[config.mk]
export PLATFORM = sky130hd
export DESIGN_NAME = tmr_reinject_tracker
export DESIGN_NICKNAME = d
export VERILOG_FILES = /design/src/rtl/tmr_reinj_pkg.sv /design/src/rtl/tmr_backlog_ctr.sv /design/src/rtl/tmr_issue_gate.sv /design/src/rtl/tmr_reinject_tracker.sv
export SDC_FILE = /design/constraint.sdc
export NUM_CORES = 1
export LEC_CHECK = 0
export BUFFER_PORTS_ARGS = -buffer_cell sky130_fd_sc_hd__clkbuf_2
export CAP_MARGIN = 20
export CELL_PAD_IN_SITES_DETAIL_PLACEMENT = 0
export CELL_PAD_IN_SITES_GLOBAL_PLACEMENT = 1
export CORE_UTILIZATION = 38
export CTS_CLUSTER_SIZE = 30
export DETAILED_ROUTE_END_ITERATION = 7
export PLACE_DENSITY_LB_ADDON = 0.25
export SKIP_LAST_GASP = 1
export SYNTH_ARGS = -nofsm -noshare
export SYNTH_HDL_FRONTEND = slang
export SYNTH_HIERARCHICAL = 1
export SYNTH_SLANG_ARGS = --single-unit
export TNS_END_PERCENT = 20
[constraint.sdc]
create_clock -name clk -period 3.1 [get_ports clk]
set_input_delay 0.62 -clock clk [delete_from_list [all_inputs] [get_ports clk]]
set_output_delay 0.62 -clock clk [all_outputs]
set_load 0.01 [all_outputs]
[src/rtl/tmr_reinj_pkg.sv]
package tmr_reinj_pkg;
  // Operation applied to the backlog counter in a cycle
  typedef enum logic [1:0] {
    BL_HOLD = 2'd0,
    BL_INC  = 2'd1,
    BL_DEC  = 2'd2,
    BL_CLR  = 2'd3
  } bl_op_e;
endpackage

[src/rtl/tmr_backlog_ctr.sv]
module tmr_backlog_ctr
  import tmr_reinj_pkg::*;
#(
  parameter int unsigned CNT_W = 8
) (
  input  logic clk,
  input  logic rst,
  input  logic clr_i,
  input  logic tick_i,
  input  logic ack_i,
  output logic nz_o
);
  localparam logic [CNT_W-1:0] CNT_MAX  = {CNT_W{1'b1}};
  localparam logic [CNT_W-1:0] CNT_ZERO = '0;
  localparam logic [CNT_W-1:0] CNT_ONE  = {{(CNT_W-1){1'b0}}, 1'b1};

  logic [CNT_W-1:0] cnt_q, cnt_d;
  bl_op_e           op;

  // Decode the cycle's operation; clear dominates, tick+ack cancel
  always_comb begin
    op = BL_HOLD;
    if (clr_i)
      op = BL_CLR;
    else if (tick_i && !ack_i && (cnt_q != CNT_MAX))
      op = BL_INC;
    else if (ack_i && !tick_i && (cnt_q != CNT_ZERO))
      op = BL_DEC;
  end

  always_comb begin
    unique case (op)
      BL_INC:  cnt_d = cnt_q + CNT_ONE;
      BL_DEC:  cnt_d = cnt_q - CNT_ONE;
      BL_CLR:  cnt_d = CNT_ZERO;
      default: cnt_d = cnt_q;
    endcase
  end

  always_ff @(posedge clk) begin
    if (rst) begin
      cnt_q <= CNT_ZERO;
      nz_o  <= 1'b0;
    end else begin
      cnt_q <= cnt_d;
      nz_o  <= (cnt_d != CNT_ZERO);
    end
  end

  // a full backlog does not wrap on a further tick
  p_no_overflow_r3: assert property (@(posedge clk) disable iff (rst)
    (cnt_q == CNT_MAX && tick_i && !ack_i && !clr_i) |=> (cnt_q == CNT_MAX));

  // an acknowledge at zero does not wrap below zero
  p_floor_r4: assert property (@(posedge clk) disable iff (rst)
    (cnt_q == CNT_ZERO && ack_i && !tick_i && !clr_i) |=> (cnt_q == CNT_ZERO && !nz_o));

  // simultaneous tick and acknowledge hold the count
  p_cancel_r5: assert property (@(posedge clk) disable iff (rst)
    (tick_i && ack_i && !clr_i) |=> $stable(cnt_q));

  // a clear empties the backlog
  p_clear_r10: assert property (@(posedge clk) disable iff (rst)
    clr_i |=> (!nz_o && cnt_q == CNT_ZERO));
endmodule

[src/rtl/tmr_issue_gate.sv]
module tmr_issue_gate (
  input  logic clk,
  input  logic rst,
  input  logic rearm_i,
  input  logic ack_i,
  input  logic backlog_nz_i,
  output logic irq_o
);
  logic armed_q;
  logic issue;

  assign issue = backlog_nz_i && armed_q;

  always_ff @(posedge clk) begin
    if (rst) begin
      armed_q <= 1'b1;
      irq_o   <= 1'b0;
    end else if (rearm_i) begin
      armed_q <= 1'b1;
      irq_o   <= 1'b0;
    end else begin
      irq_o <= issue;
      if (issue)
        armed_q <= 1'b0;
      else if (ack_i)
        armed_q <= 1'b1;
    end
  end

  // the pulse lasts one cycle
  p_one_cycle_r6: assert property (@(posedge clk) disable iff (rst)
    irq_o |=> !irq_o);

  // a pulse needs a nonzero backlog in the cycle before
  p_needs_backlog_r6: assert property (@(posedge clk) disable iff (rst)
    $rose(irq_o) |-> $past(backlog_nz_i));

  // while disarmed and without acknowledge, nothing is issued
  p_blocked_r7: assert property (@(posedge clk) disable iff (rst)
    (!armed_q && !ack_i && !rearm_i) |=> !irq_o);

  // masking re-arms and suppresses the pulse
  p_rearm_r9: assert property (@(posedge clk) disable iff (rst)
    rearm_i |=> (armed_q && !irq_o));
endmodule

[src/rtl/tmr_reinject_tracker.sv]
module tmr_reinject_tracker #(
  parameter int unsigned CNT_W = 8
) (
  input  logic clk,
  input  logic rst,
  input  logic tick_i,
  input  logic ack_i,
  input  logic mask_i,
  input  logic reprog_i,
  output logic irq_pulse_o,
  output logic pending_nz_o
);
  logic backlog_clr;

  // Mask and reprogram both drop the backlog; only mask re-arms
  assign backlog_clr = mask_i || reprog_i;

  tmr_backlog_ctr #(.CNT_W(CNT_W)) u_backlog (
    .clk    (clk),
    .rst    (rst),
    .clr_i  (backlog_clr),
    .tick_i (tick_i),
    .ack_i  (ack_i),
    .nz_o   (pending_nz_o)
  );

  tmr_issue_gate u_gate (
    .clk          (clk),
    .rst          (rst),
    .rearm_i      (mask_i),
    .ack_i        (ack_i),
    .backlog_nz_i (pending_nz_o),
    .irq_o        (irq_pulse_o)
  );

  // nothing is pending or issued right after reset
  p_reset_idle_r1: assert property (@(posedge clk)
    $fell(rst) |-> (!pending_nz_o && !irq_pulse_o));
endmodule

==> summary.md <==
| Metric | Value |
|---|---|
| Number of inserted diodes | 0 |
| CTS buffer count | 3 |
| Library cells used by synthesis | 39 |
| CP required | 3.30 ns |
| Hold Path Class | flop to flop |
| Tcrit/Tclk final | 97.6% |
| Wirelength per Cell | 14.0 µm |
| Final worst slack | 0.0756 ns |
| Reg2reg path depth | 11 |
| Average size of a mapped cell | 8.01 µm² |
| Hold Path Cell Cnt | 2 |
| Synthesis-to-layout area growth | 26.2% |
| DRT Pass-1 Iters | 4 |
| Ys Warns | 6 |
| Initial antenna violation count | 0 |
| Syn Inst Count | 112 |
| Pin count of the biggest net entering global routing | 13 |
| Area leader, netlist | dfxtp_1 |
| Worst-path clk slew | 0.07 ns |
| Post-synth top cells | 14 x nor2_1, 11 x dfxtp_1, 10 x a21oi_1 |
| DRC | 0 |
| Setup_tns | 0 ns |
| Critical Path Sink Type | flop |
| Final instance area | 1130 µm² |
| R2R setup slack | 0.08 ns |
| Core outline area | 2210 µm² |
| Fillers | 215 |
| Layout Skew | 0.00475 ns |
| Total number of vias | 901 |
| Synth Net Count | 127 |
| Clock tree sinks | 11 |
| Clock Tree Buf Depth | 2 |
| Max FO, Critical Path | 8 |
| H-tree depth | 1 |
| Seq/Total Area, Yosys | 24.5% |
| Maxcap violations | 0 |
| Placed Area | 1030 µm² |
| Worst R2R Start | u_backlog/cnt_q[1]$_SDFF_PP0_ |
| Final Hold Viols | 0 |
| Final Max Tran Viols | 0 |
| Final Critical Period | 3.02 ns |
| Status | complete, no violations |
| Gpl congestion | 0.784 |
| Synth top area cells | dfxtp_1 25%, ha_1 11%, nor2_1 5.9% |
| Hold path startpoint | u_gate/armed_q$_SDFFE_PP1P_ |
| Wire length of the first global-routing pass | 3560 µm |
| Root Buffer | clkbuf_4 |
| DRT antenna net count | 0 |
| Post-place setup slack | -0.0402 ns |
| Chip width | 50.6 µm |
| DR vias/cell | 5.67 |
| Slew HR | 71.9% |
| Die Y-Extent | 50.6 µm |
| Kind of critical path | flop to flop |
| Starting Density | 40.6% |
| DRT Wirelength | 2230 µm |
| Setup violators final | 0 |
| Hold Path Sink | u_gate/irq_o$_SDFF_PP0_ |
| Vias in the first global route | 805 |
| Final net count | 147 |
| Most frequent cell after synthesis | nor2_1 |
| Worst R2R End | u_backlog/cnt_q[7]$_SDFF_PP0_ |
| Worst Tran Pin Value | 0.420 ns |
| Maximum clock rate | 0.331 GHz |
| Ratio of cells with drive above 1 in the final layout | 26.0% |
| Crit start category | flop |
| Yosys reg bits | 11 |
| Worst VDD drop | 255 µV |
| Ys async rst share | 0% |
| Synthesized area | 897 µm² |
| CTS tree | done |
| EDFF count, synth | 0 |
| Rows | 17 |
| PwrDens | 329 nW/µm² |
| Worst EP arrival | 3.22 ns |
| Total global routing overflow | 0 |
| DR iter-0 viols | 44 |
| Port Buffer Count | 7 |
| Leak | 0.492 nW |
| HPWL after DPL | 1590 µm |
| Clk_lat worst skew | 0.27 ns |
| Die ar. | 2560 µm² |
| Ports | 8 |
| Synth Flop Type | dfxtp_1 |
| All-layer global routing usage | 19.1% |
| Yosys top cell area share | 24.5% |
==> area by class of cell <==
cell class | instances | area [µm²] | share of cell area, %
multi-input combinational | 91 | 703 | 62.1
sequential | 11 | 220 | 19.4
timing repair buffer | 19 | 125 | 11.0
tap | 28 | 35.0 | 3.09
clock buffer | 4 | 26.3 | 2.32
inverter | 6 | 22.5 | 1.99
==> power by group <==
group | switching [W] | total [W] | internal, W
combinational | 0.0000626 | 0.000116 | 0.0000537
clock | 0.0000504 | 0.000100 | 0.0000499
sequential | 0.00000629 | 0.000156 | 0.000149
total | 0.000119 | 0.000372 | 0.000253
==> metal layers <==
metal  GRT usage [%]  vias up  part of all wire [%]
met3            5.45        4                   4.8
met2            30.2       25                    48
li1                -      459                     -
met5               0        -                     0
met4            8.80        0                  0.63
met1            23.8      413                    47
==> flip-flops by register name (all words and copies together), names as in the netlist <==
register	cells
u_backlog/cnt_q	8
u_gate/armed_q	1
u_backlog/nz_o	1
u_gate/irq_o	1
==> how the worst max path moves through the flow <==
stage / startpoint / endpoint / slack [ns] / cells after the start
final: u_backlog/cnt_q[1]$_SDFF_PP0_ / u_backlog/cnt_q[7]$_SDFF_PP0_ / 0.08 / 11
after floorplan: u_backlog/cnt_q[0]$_SDFF_PP0_ / u_backlog/cnt_q[7]$_SDFF_PP0_ / 0.07 / 11
after CTS: u_backlog/cnt_q[1]$_SDFF_PP0_ / u_backlog/cnt_q[7]$_SDFF_PP0_ / -0.006 / 11
after detailed placement: u_backlog/cnt_q[1]$_SDFF_PP0_ / u_backlog/nz_o$_SDFF_PP0_ / -0.04 / 11
after global placement: u_backlog/cnt_q[1]$_SDFF_PP0_ / u_backlog/nz_o$_SDFF_PP0_ / -0.05 / 11
after global routing: u_backlog/cnt_q[1]$_SDFF_PP0_ / u_backlog/cnt_q[7]$_SDFF_PP0_ / -0.006 / 11
==> repair_timing <==
item / CTS / global route
setup endpoints to repair: 2 / 3
gates resized for setup: 2 / 8
buffers inserted: 0 / 2
pin swaps: 0 / 4
hold buffers: 0 / 0
==> worst max-delay path, cell delays in order, from the launching register on <==
cell and delay [ns]:
dfxtp_1 0.32, or4_4 0.53, nor3_1 0.15, nand2_1 0.08, a31o_1 0.21, ha_4 0.22
ha_2 0.27, o211ai_1 0.33, o211ai_2 0.17, and3_4 0.21, or3_1 0.36, o211ai_1 0.09
==> cell families (layout without fill, tap and decap cells) <==
logic type,after synthesis,in the layout,synth area share [%]
buf+inv,10,29,4.18
simple gates,48,48,28.3
fa+ha+maj,9,9,13.4
xor+xnor,3,3,2.93
flops,11,11,24.5
compound gates,31,31,26.6
==> per-stage QoR <==
| stage | hold WS, ns | cells | util (%) | power (W) |
|---|---|---|---|---|
| floorplan | 0.433 | 112 | - | 0.000229 |
| global placement | 0.448 | 153 | 46.5 | 0.000261 |
| detailed placement | 0.457 | 153 | 46.5 | 0.000261 |
| CTS | 0.471 | 157 | 48.2 | 0.000366 |
| global route | 0.484 | 159 | 51.2 | 0.000396 |
| finish | 0.470 | 159 | 51.2 | 0.000372 |
==> cell usage in the layout, fill, tap and decap left out, types with 2 or more instances in the layout <==
cell       n
nor2_1    14
buf_4     12
dfxtp_1   11
a21oi_1    9
nand2_1    8
clkbuf_2   7
inv_1      6
or2_1      4
nor3_1     4
ha_1       4
clkbuf_4   3
nand4_1    3
xnor2_1    3
o211ai_1   3
ha_4       3
a31oi_1    2
a21o_1     2
o211a_1    2
and3_1     2
nand3b_1   2
or3_1      2
Power figures use the tool's default switching activity.
